`src/rtl/fsd_pkg.sv`:
```
package fsd_pkg;
   localparam int ADDR_W   = 16;
   localparam int REG_W    = 16;
   localparam int FLD_EN   = 0;
   localparam int FLD_PROG = 1;
   localparam int FLD_WP   = 2;
   localparam int FLAG_W   = 3;
   localparam logic [REG_W-1:0] SECTOR_RESET = 16'h0004;
endpackage

```
`src/rtl/fsd_addr_latch.sv`:
```
module fsd_addr_latch #(
   parameter int W = 8
) (
   input  logic         clk,
   input  logic         rst_n,
   input  logic         ale,
   input  logic [W-1:0] bus_in,
   output logic [W-1:0] lat_q
);
   always_ff @(posedge clk or negedge rst_n) begin
      if (!rst_n)   lat_q <= '0;
      else if (ale) lat_q <= bus_in;
   end
endmodule

```
`src/rtl/fsd_sector_bank.sv`:
```
module fsd_sector_bank
   import fsd_pkg::*;
#(
   parameter int N       = 8,
   parameter int SZ_LOG2 = 12,
   localparam int BW     = ADDR_W - SZ_LOG2,
   localparam int IW     = (N > 1) ? $clog2(N) : 1
) (
   input  logic              clk,
   input  logic              rst_n,
   input  logic              cfg_we,
   input  logic [IW-1:0]     cfg_idx,
   input  logic [BW-1:0]     cfg_base,
   input  logic [FLAG_W-1:0] cfg_flags,
   input  logic [BW-1:0]     addr_hi,
   input  logic              psen_act,
   input  logic              data_act,
   output logic [N-1:0]      win,
   output logic              any_hit,
   output logic              win_wp,
   output logic [REG_W-1:0]  rd_word
);
   logic [BW-1:0] base_r [N];
   logic [N-1:0]  en_r, prog_r, wp_r, match;

   for (genvar g = 0; g < N; g++) begin : g_sector
      always_ff @(posedge clk or negedge rst_n) begin
         if (!rst_n) begin
            base_r[g] <= '0;
            en_r[g]   <= 1'b0;
            prog_r[g] <= 1'b0;
            wp_r[g]   <= 1'b1;
         end else if (cfg_we && (int'(cfg_idx) == g)) begin
            base_r[g] <= cfg_base;
            en_r[g]   <= cfg_flags[FLD_EN];
            prog_r[g] <= cfg_flags[FLD_PROG];
            wp_r[g]   <= cfg_flags[FLD_WP];
         end
      end
      assign match[g] = en_r[g] && (addr_hi == base_r[g]) &&
                        (prog_r[g] ? psen_act : data_act);
   end

   always_comb begin
      win    = '0;
      win_wp = 1'b0;
      for (int i = N - 1; i >= 0; i--) begin
         if (match[i]) begin
            win    = '0;
            win[i] = 1'b1;
            win_wp = wp_r[i];
         end
      end
   end
   assign any_hit = |match;

   always_comb begin
      rd_word = '0;
      for (int i = 0; i < N; i++) begin
         if (int'(cfg_idx) == i) begin
            rd_word[ADDR_W-1:SZ_LOG2] = base_r[i];
            rd_word[FLD_EN]           = en_r[i];
            rd_word[FLD_PROG]         = prog_r[i];
            rd_word[FLD_WP]           = wp_r[i];
         end
      end
   end
endmodule

```
`src/rtl/flash_sector_decoder.sv`:
```
module flash_sector_decoder
   import fsd_pkg::*;
#(
   parameter int N_MAIN       = 8,
   parameter int MAIN_SZ_LOG2 = 12,
   parameter int N_BOOT       = 4,
   parameter int BOOT_SZ_LOG2 = 6,
   localparam int N_REGS      = N_MAIN + N_BOOT + 1,
   localparam int CFG_AW      = $clog2(N_REGS),
   localparam int STAT_IDX    = N_MAIN + N_BOOT,
   localparam int MIW         = (N_MAIN > 1) ? $clog2(N_MAIN) : 1,
   localparam int BIW         = (N_BOOT > 1) ? $clog2(N_BOOT) : 1,
   localparam int MBW         = ADDR_W - MAIN_SZ_LOG2,
   localparam int BBW         = ADDR_W - BOOT_SZ_LOG2
) (
   input  logic              clk,
   input  logic              rst_n,
   input  logic              ale,
   input  logic [7:0]        ad_lo,
   input  logic [7:0]        a_hi,
   input  logic              psen_n,
   input  logic              rd_n,
   input  logic              wr_n,
   input  logic              cfg_we,
   input  logic [CFG_AW-1:0] cfg_addr,
   input  logic [REG_W-1:0]  cfg_wdata,
   output logic [REG_W-1:0]  cfg_rdata,
   output logic [N_MAIN-1:0] main_sel,
   output logic [N_BOOT-1:0] boot_sel,
   output logic              main_wr_n,
   output logic              boot_wr_n,
   output logic              wp_viol
);
   if (N_MAIN < 1 || N_BOOT < 1) begin : g_bad_count
      $error("flash_sector_decoder: each array needs at least one sector");
   end
   if (MAIN_SZ_LOG2 < FLAG_W || MAIN_SZ_LOG2 > ADDR_W - 1 ||
       BOOT_SZ_LOG2 < FLAG_W || BOOT_SZ_LOG2 > ADDR_W - 1) begin : g_bad_size
      $error("flash_sector_decoder: sector size leaves no room for flags or base");
   end
   if ((N_MAIN << MAIN_SZ_LOG2) > (1 << ADDR_W)) begin : g_bad_span
      $error("flash_sector_decoder: main array larger than address space");
   end

   logic [7:0]        lo_q;
   logic [ADDR_W-1:0] addr;
   logic              psen_act, data_act, wr_act;

   fsd_addr_latch #(.W(8)) i_lat (
      .clk(clk), .rst_n(rst_n), .ale(ale), .bus_in(ad_lo), .lat_q(lo_q)
   );

   assign addr     = {a_hi, lo_q};
   assign psen_act = ~psen_n;
   assign wr_act   = ~wr_n;
   assign data_act = ~rd_n | wr_act;

   // register file decode
   logic           m_we, b_we, stat_hit;
   logic [MIW-1:0] m_idx;
   logic [BIW-1:0] b_idx;
   int             b_off;

   assign stat_hit = (int'(cfg_addr) == STAT_IDX);
   assign m_we     = cfg_we && (int'(cfg_addr) < N_MAIN);
   assign b_we     = cfg_we && (int'(cfg_addr) >= N_MAIN) && (int'(cfg_addr) < STAT_IDX);
   assign m_idx    = MIW'(cfg_addr);
   assign b_off    = int'(cfg_addr) - N_MAIN;
   assign b_idx    = BIW'(b_off);

   logic [N_MAIN-1:0] m_win;
   logic [N_BOOT-1:0] b_win;
   logic              m_any, b_any, m_wp, b_wp;
   logic [REG_W-1:0]  m_rd, b_rd;

   fsd_sector_bank #(.N(N_MAIN), .SZ_LOG2(MAIN_SZ_LOG2)) i_main (
      .clk(clk), .rst_n(rst_n), .cfg_we(m_we), .cfg_idx(m_idx),
      .cfg_base(cfg_wdata[ADDR_W-1:MAIN_SZ_LOG2]), .cfg_flags(cfg_wdata[FLAG_W-1:0]),
      .addr_hi(addr[ADDR_W-1:MAIN_SZ_LOG2]), .psen_act(psen_act), .data_act(data_act),
      .win(m_win), .any_hit(m_any), .win_wp(m_wp), .rd_word(m_rd)
   );

   fsd_sector_bank #(.N(N_BOOT), .SZ_LOG2(BOOT_SZ_LOG2)) i_boot (
      .clk(clk), .rst_n(rst_n), .cfg_we(b_we), .cfg_idx(b_idx),
      .cfg_base(cfg_wdata[ADDR_W-1:BOOT_SZ_LOG2]), .cfg_flags(cfg_wdata[FLAG_W-1:0]),
      .addr_hi(addr[ADDR_W-1:BOOT_SZ_LOG2]), .psen_act(psen_act), .data_act(data_act),
      .win(b_win), .any_hit(b_any), .win_wp(b_wp), .rd_word(b_rd)
   );

   // main array outranks boot array
   logic [N_BOOT-1:0] b_sel_d;
   logic              m_wr_d, b_wr_d, viol_set, viol_clr;

   assign b_sel_d  = m_any ? '0 : b_win;
   assign m_wr_d   = wr_act && m_any && !m_wp;
   assign b_wr_d   = wr_act && !m_any && b_any && !b_wp;
   assign viol_set = wr_act && (m_any ? m_wp : (b_any && b_wp));
   assign viol_clr = cfg_we && stat_hit && cfg_wdata[0];

   always_ff @(posedge clk or negedge rst_n) begin
      if (!rst_n) begin
         main_sel  <= '0;
         boot_sel  <= '0;
         main_wr_n <= 1'b1;
         boot_wr_n <= 1'b1;
         wp_viol   <= 1'b0;
      end else begin
         main_sel  <= m_win;
         boot_sel  <= b_sel_d;
         main_wr_n <= ~m_wr_d;
         boot_wr_n <= ~b_wr_d;
         if (viol_set)      wp_viol <= 1'b1;
         else if (viol_clr) wp_viol <= 1'b0;
      end
   end

   always_comb begin
      if (int'(cfg_addr) < N_MAIN)        cfg_rdata = m_rd;
      else if (int'(cfg_addr) < STAT_IDX) cfg_rdata = b_rd;
      else if (stat_hit)                  cfg_rdata = {{(REG_W-1){1'b0}}, wp_viol};
      else                                cfg_rdata = '0;
   end

   logic unused_ok;
   assign unused_ok = ^{cfg_wdata, addr};
endmodule

```
`config.mk`:
```
export PLATFORM = sky130hd
export DESIGN_NAME = flash_sector_decoder
export DESIGN_NICKNAME = d
export VERILOG_FILES = /design/src/rtl/fsd_pkg.sv /design/src/rtl/fsd_addr_latch.sv /design/src/rtl/fsd_sector_bank.sv /design/src/rtl/flash_sector_decoder.sv
export SDC_FILE = /design/constraint.sdc
export NUM_CORES = 1
export LEC_CHECK = 0
export BUFFER_PORTS_ARGS = -buffer_cell sky130_fd_sc_hd__buf_2
export CAP_MARGIN = 5
export CORE_MARGIN = 1.5
export CORE_UTILIZATION = 45
export CTS_CLUSTER_DIAMETER = 40
export DETAILED_ROUTE_END_ITERATION = 10
export PLACE_DENSITY = 0.66
export SLEW_MARGIN = 40
export SYNTH_ARGS = -nofsm -noshare
export SYNTH_HDL_FRONTEND = slang
export SYNTH_SLANG_ARGS = --single-unit
```
`constraint.sdc`:
```
create_clock -name clk -period 1.91 [get_ports clk]
set_input_delay 0.191 -clock clk [delete_from_list [all_inputs] [get_ports clk]]
set_output_delay 0.191 -clock clk [all_outputs]
set_load 0.03 [all_outputs]
```
==> metrics.md, run 1 <==
| Metric | Value |
|---|---|
| Startpoint Class | `register` |
| Area grow syn2layout | `37.7%` |
| Most used routing layer | `met2` |
| CP arrival | `1.97 ns` |
| Clock Pin Slew Worst Setup and Hold Paths | `0.06 ns` |
| Die span in x | `roughly 130 µm` |
| Slew Limit Headroom | `between 60 and 70%` |
| DP HPWL | `around 14,000 µm` |
| Initial antenna violation count | `0` |
| Routed via count | `5,317` |
| Mapped cell area | `6750 µm²` |
| Final period util | `113%` |
| R2R setup slack | `-0.20 ns` |
| Failing checks | `setup timing` |
| DRT iter0 DRCs | `368` |
| Port Buffer Count | `61` |
| Max-Cap Viols | `0` |
| Final worst setup slack | `-0.254 ns` |
| Non-filler instance count after layout | `between 900 and 1k` |
| Post-synth cell types | `55` |
| Post-route antenna net violation count | `0` |
| Area contributors post-synth | `dfrtp_1 41%, mux2_2 18%, xnor2_1 7.9%, mux4_2 7.0%, dfstp_2 5.4%` |
| Worst Tran Pin Value | `around 0.55 ns` |
| Worst hold path class | `primary input to register` |
| Remaining DRCs | `0` |
| Final Cell Area | `9300 µm²` |
| Largest net degree at the start of global routing | `41` |
| Routability cong. | `0.921` |
| Placed instance area | `between 8000 and 9000 µm²` |
| Synthesized area per cell | `between 10 and 15 µm²` |
| All-Layer GR Usage | `25.6%` |
| # fillers | `~1.1k` |
| Die Span Y | `126 µm` |
| Peak supply drop | `0.657 mV` |
| YS warnings | `0` |
| Grt met3 use | `4.45%` |
| Post-synth EDFFs | `0` |
| LEAKAGE | `4.04 nW` |
| Clk_skew | `0.00508 ns` |
| F_max | `0.462 GHz` |
| Final Hold Fails | `0` |
| Fin nets | `777` |
| Routed wire length | `19,200 µm` |
| Area fraction of the dominant cell type after synthesis | `between 40% and 50%` |
| TritonCTS Buffers | `17` |
| CTS tree | `yes` |
| Power per Cell Area | `1050 nW/µm²` |
| Clock latency on the worst-skew pair | `0.43 ns` |
| Crit end category | `primary output` |
| CTS H-Tree Depth | `4` |
| Largest area contributor in the netlist | `dfrtp_1` |
| Critical path class | `register to primary output` |
| Io pins | `74` |
| Met2 usage | `around 40%` |
| Final Util | `63.7%` |
| Setup violations, final | `13` |
| Sequential Area | `3150 µm²` |
| Multi-input gate area | `3790 µm²` |
| Post-synthesis register bit count | `125` |
| Initial core utilization | `46.3%` |
| First-pass GRT wire length | `30,900 µm` |
| WP data required | `1.72 ns` |
| Row count | `44` |
| DIE AREA | `15,800 µm²` |
| Max Slew Vio Count | `0` |
| CTS Buffer Depth | `2` |
| FFs w/ async S/R, synth | `100%` |
| Antenna Cells | `0` |
| Post-Synthesis Cells | `559` |
| Placed insts | `between 800 and 900` |
| GR Overflow Total | `0` |
| Sequential fraction of the synthesis area | `a little under half` |
| Post-synth top flop | `dfrtp_1` |
| Drt first pass iters | `5` |
| Tmin final | `about 2.2 ns` |
| Clk sinks | `125` |
| WL/cell | `20.6 µm` |
| CTS root buf | `clkbuf_16` |
| RSZ-0062 raised after global routing | `true` |
| Core Box Area | `14,600 µm²` |
| Met1 Use GR | `between 30 and 40%` |
| CP max FO | `2` |
| Vias in the first global route | `approximately 5.6k` |
| Vias per cell | `roughly 5.7` |
| Share of cells above drive strength 1 | `57.7%` |
| Status | `complete, but fails checks` |
worst paths after layout:
check,from,to,depth (start not counted)
max,i_main.base_r[29],cfg_rdata[13],6
min,ale,i_lat.lat_q[7],2
min in group asynchronous,rst_n,i_main.base_r[13],2
max in group asynchronous,rst_n,i_lat.lat_q[6],3
max reg2reg,i_lat.lat_q[7],wp_viol,9
min reg2reg,i_boot.wp_r[1],i_boot.wp_r[1],2
Yosys cell counts (3+ instances only):
library cell    n
or3_1           3
o21ai_0        11
dfstp_2        14
buf_4           4
nor2b_1         9
o221ai_1        4
buf_1           6
nand4_1        15
xnor2_1        61
nor2_1         22
mux4_2         21
inv_1          11
a21oi_1         9
nor4_1          6
nand2b_1        9
o2111ai_1       3
nand2_1        31
clkbuf_1       26
nor3_1          5
dfrtp_1       111
xor2_1          9
nand3_1        10
o22ai_1         9
mux2_2        109
mux2i_1         4
placed cells by master (no fill, tap or decap), drive strengths merged, types with 3 or more instances in the layout:
cell / instances
or4: 3
mux2i: 4
nand4: 15
dlygate4sd3: 3
dfrtp: 111
xnor2: 61
nor2b: 9
o22ai: 9
clkinvlp: 3
mux2: 109
nor2: 22
nor3: 5
inv: 11
clkbuf: 27
conb: 3
nand2: 31
a21oi: 9
nor4: 7
or3: 3
buf: 191
o21ai: 12
nand3: 10
xor2: 9
mux4: 21
nand2b: 9
o2111ai: 3
o221ai: 4
dfstp: 14
or2: 3
stage by stage:
stage | TNS (ns) | setup slack [ns] | hold WS, ns | power (mW)
floorplan | -0.0811 | -0.0479 | -0.105 | 5.26
global placement | -1.33 | -0.314 | 0.208 | 6.20
detailed placement | -1.46 | -0.316 | 0.212 | 6.29
CTS | -1.35 | -0.270 | 0.0271 | 9.65
global route | -2.47 | -0.335 | 0.0353 | 10.2
finish | -1.48 | -0.254 | 0.0359 | 9.77
per-layer routing:
| metal | part of all wire [%] | up-vias |
|---|---|---|
| met2 | 48 | 172 |
| met3 | 4.9 | 32 |
| met4 | 2.2 | 0 |
| li1 | - | 2361 |
| met1 | 45 | 2752 |
| met5 | 0 | - |
state kept, by name, indices dropped and copies added, names as in the netlist:
register       cells
i_boot.prog_r      4
boot_sel           4
main_wr_n          1
i_main.prog_r      8
main_sel           8
i_lat.lat_q        2
i_boot.en_r        4
i_main.wp_r        8
boot_wr_n          1
i_boot.base_r     40
wp_viol            1
i_boot.wp_r        4
i_main.base_r     32
i_main.en_r        8
area by class of cell:
cell class                 instances  area share (%)
tap                              184            2.48
clock inverter                     5           0.350
clock buffer                      27            5.63
multi-input combinational        385            40.8
inverter                          11           0.444
timing repair buffer             194            16.5
sequential                       125            33.9
power breakdown:
part | switching (mW) | total, mW | internal [mW] | leakage (nW)
Combinational | 1.26 | 2.96 | 1.70 | 2.25
Clock | 1.15 | 3.01 | 1.86 | 0.266
Sequential | 0.540 | 3.80 | 3.26 | 1.53
Total | 2.95 | 9.77 | 6.82 | 4.04
worst max-delay path, stage by stage (launching register included):
cell	delay [ns]
dfrtp_1	0.38
buf_6	0.12
a21o_1	0.14
mux4_2	0.48
o221ai_2	0.16
o22ai_2	0.11
buf_6	0.15
timing repair:
| action | CTS | global route |
|---|---|---|
| endpoints found under the hold margin | 35 | 0 |
| endpoints found under the setup margin | 17 | 18 |
| gates resized for setup | 82 | 31 |
| setup buffers | 11 | 7 |
| hold buffers | 3 | 0 |
| pin swaps | 36 | 17 |
logic make-up after synthesis:
kind of cell / after synthesis / share of synthesized area, %
muxes: 134 / 25.8
and+or+nand+nor: 127 / 10.1
DFF: 125 / 46.6
xor gates and xnor gates: 70 / 9.08
AOI/OAI and AO/OA: 51 / 5.10
buffers and inverters: 51 / 3.32
other: 1 / 0.0555
No activity file was read; power rests on OpenSTA's default activity.
==> run 2: changes to the inputs <==
--- a/config.mk
+++ b/config.mk
@@ -5,6 +5,7 @@
 export SDC_FILE = /design/constraint.sdc
 export NUM_CORES = 1
 export LEC_CHECK = 0
+export ABC_AREA = 1
 export BUFFER_PORTS_ARGS = -buffer_cell sky130_fd_sc_hd__buf_2
 export CAP_MARGIN = 5
 export CORE_MARGIN = 1.5
==> metrics.md, run 2 <==
| Metric | Value |
|---|---|
| Non-filler instance count after layout | `1,311` |
| CP arrival | `1.84 ns` |
| Post-Synthesis Cells | `974` |
| Final Hold Fails | `0` |
| Commonest cells after routing, fill and taps aside | `306 x nand2_1, 122 x o21ai_0, 111 x dfrtp_1` |
| Count leader, synth | `nand2_1` |
| Critical path class | `register to primary output` |
| Largest net degree at the start of global routing | `53` |
| TritonCTS Buffers | `17` |
| DIE AREA | `roughly 16,000 µm²` |
| CTS H-Tree Depth | `4` |
| WP data required | `1.72 ns` |
| DRT iter0 DRCs | `566` |
| Status | `complete, but fails checks` |
| Routability cong. | `0.905` |
| Final period util | `106%` |
| Setup violations, final | `5` |
| Clk sinks | `125` |
| R2R setup slack | `around 0.080 ns` |
| Vias in the first global route | `between 6k and 7k` |
| GR Overflow Total | `0` |
| Clock latency on the worst-skew pair | `0.43 ns` |
| Crit end category | `primary output` |
| Io pins | `74` |
| CTS root buf | `clkbuf_16` |
| Worst hold path class | `primary input to register` |
| F_max | `0.492 GHz` |
| Routed via count | `roughly 7.0k` |
| Peak supply drop | `0.684 mV` |
| Post-synth cell types | `35` |
| Area fraction of the dominant cell type after synthesis | `39.6%` |
| FFs w/ async S/R, synth | `100%` |
| Post-route antenna net violation count | `0` |
| All-Layer GR Usage | `29.2%` |
| Power per Cell Area | `approximately 1000 nW/µm²` |
| Drt first pass iters | `6` |
| Antenna Cells | `0` |
| Share of cells above drive strength 1 | `22.7%` |
| Post-synth top flop | `dfrtp_1` |
| Registers with the most flip-flops | `i_boot.base_r (40), i_main.base_r (32)` |
| CTS tree | `yes` |
| Largest area contributor in the netlist | `dfrtp_1` |
| Vias per cell | `5.33` |
| Post-synthesis register bit count | `125` |
| Clk_skew | `0.0147 ns` |
| Synthesized area per cell | `7.21 µm²` |
| Area contributors post-synth | `dfrtp_1 40%, nand2_1 17%, o21ai_0 9.0%, inv_1 5.8%, dfstp_2 5.2%` |
| DP HPWL | `between 15,000 and 20,000 µm` |
| Area grow syn2layout | `26.6%` |
| Multi-input gate area | `between 3000 and 4000 µm²` |
| WL/cell | `17.4 µm` |
| Port Buffer Count | `61` |
| CP max FO | `2` |
| LEAKAGE | `4.46 nW` |
| Placed insts | `1,259` |
| Tmin final | `2.03 ns` |
| Post-synth EDFFs | `0` |
| Most common cell after layout, fill and taps aside | `nand2_1` |
| Setup TNS | `-0.446 ns` |
| Remaining DRCs | `0` |
| Sequential fraction of the synthesis area | `44.8%` |
| Final worst setup slack | `-0.123 ns` |
| Die Span Y | `128 µm` |
| Max reg flops | `40` |
| First-pass GRT wire length | `35,700 µm` |
| # fillers | `around 1.4k` |
| Die span in x | `about 130 µm` |
| Max Slew Vio Count | `0` |
| Max-Cap Viols | `0` |
| Failing checks | `setup timing` |
| Mapped cell area | `7020 µm²` |
| Clock Pin Slew Worst Setup and Hold Paths | `0.05 ns` |
| Routed wire length | `around 23,000 µm` |
| Top cells by count, synth | `310 x nand2_1, 126 x o21ai_0, 111 x dfrtp_1, 109 x inv_1, 91 x nor2_1` |
| Startpoint Class | `register` |
| Initial antenna violation count | `0` |
| Row count | `45` |
| Largest Register | `i_boot.base_r` |
| Initial core utilization | `46.2%` |
| Sequential Area | `3150 µm²` |
| Final Util | `58.5%` |
| RSZ-0062 raised after global routing | `true` |
| Core Box Area | `~15,000 µm²` |
| Fin nets | `1,153` |
| CTS Buffer Depth | `2` |
| YS warnings | `0` |
==> run 2: cell types whose count changed after synthesis, moves of 38 or more <==
| cell | before | now |
|---|---|---|
| a21oi_1 | 9 | 47 |
| inv_1 | 11 | 109 |
| mux2_2 | 109 | 2 |
| nand2_1 | 31 | 310 |
| nor2_1 | 22 | 91 |
| o21ai_0 | 11 | 126 |
| xnor2_1 | 61 | 13 |
==> run 2: through the flow <==
stage | power (mW) | hold slack (ns) | worst slack (ns) | cell area [µm²]
finish | 9.22 | 0.0234 | -0.123 | 8890
detailed placement | 5.74 | 0.185 | -0.0653 | 7940
floorplan | 4.96 | -0.105 | 0.342 | 7030
global route | 9.70 | 0.0456 | -0.227 | 8890
global placement | 5.69 | 0.181 | -0.0119 | 7940
CTS | 9.11 | 0.00778 | -0.156 | 8760
==> run 2: what timing repair did <==
action	4_1_cts	5_1_grt
buffers inserted	10	3
gates resized for setup	29	34
hold buffers	7	0
endpoints found under the setup margin	7	11
gates cloned	0	0
pin swaps	9	16
hold endpoints to repair	29	0
==> run 2: area by class of cell <==
class,count,area share (%)
Multi-Input combinational cell,696,37.7
Sequential cell,125,35.4
Timing Repair Buffer,148,12.4
Clock buffer,25,5.69
Inverter,122,5.15
Tap cell,188,2.65
Clock inverter,7,0.957
==> run 2: critical path, cell delays in order (launching register included) <==
cell and delay [ns]:
dfrtp_1 0.40, inv_2 0.08, o22ai_2 0.09, a21oi_2 0.13
o21ai_1 0.09, a21oi_1 0.13, buf_4 0.15, o211ai_1 0.08
nand2_1 0.09, nand2_1 0.06, buf_6 0.14
==> run 2: path summary, 6_finish.rpt <==
| check | to | from | cells past startpoint |
|---|---|---|---|
| min reg2reg | i_main.wp_r[1] | i_main.wp_r[1] | 2 |
| min in group asynchronous | i_main.base_r[27] | rst_n | 2 |
| max reg2reg | boot_sel[1] | i_main.base_r[24] | 12 |
| max in group asynchronous | i_main.wp_r[6] | rst_n | 3 |
| min | i_boot.base_r[0] | cfg_wdata[6] | 3 |
| max | cfg_rdata[14] | i_main.base_r[30] | 10 |
==> run 2: report_power, final <==
group | leakage, nW | total, mW | switching [mW] | internal, mW
clock network | 0.297 | 3.24 | 1.16 | 2.08
registers | 1.52 | 3.68 | 0.454 | 3.23
logic | 2.64 | 2.30 | 1.39 | 0.908
total | 4.46 | 9.22 | 3.00 | 6.22
==> run 2: layer usage <==
layer | share of wire (%) | GRT usage, %
met1 | 42 | 37.5
met2 | 47 | 46.9
met3 | 7.0 | 6.51
met4 | 4.4 | 14.0
met5 | 0 | 0
==> run 2: cells by family (layout without fill, tap and decap cells) <==
| kind of cell | after synthesis | in the layout | synth area share, % |
|---|---|---|---|
| buf+inv | 155 | 302 | 9.53 |
| other cells | 1 | 3 | 0.0534 |
| mux | 2 | 2 | 0.321 |
| flops | 125 | 125 | 44.8 |
| simple gates | 457 | 457 | 26.4 |
| xor+xnor | 20 | 20 | 2.50 |
| compound gates | 214 | 214 | 16.4 |
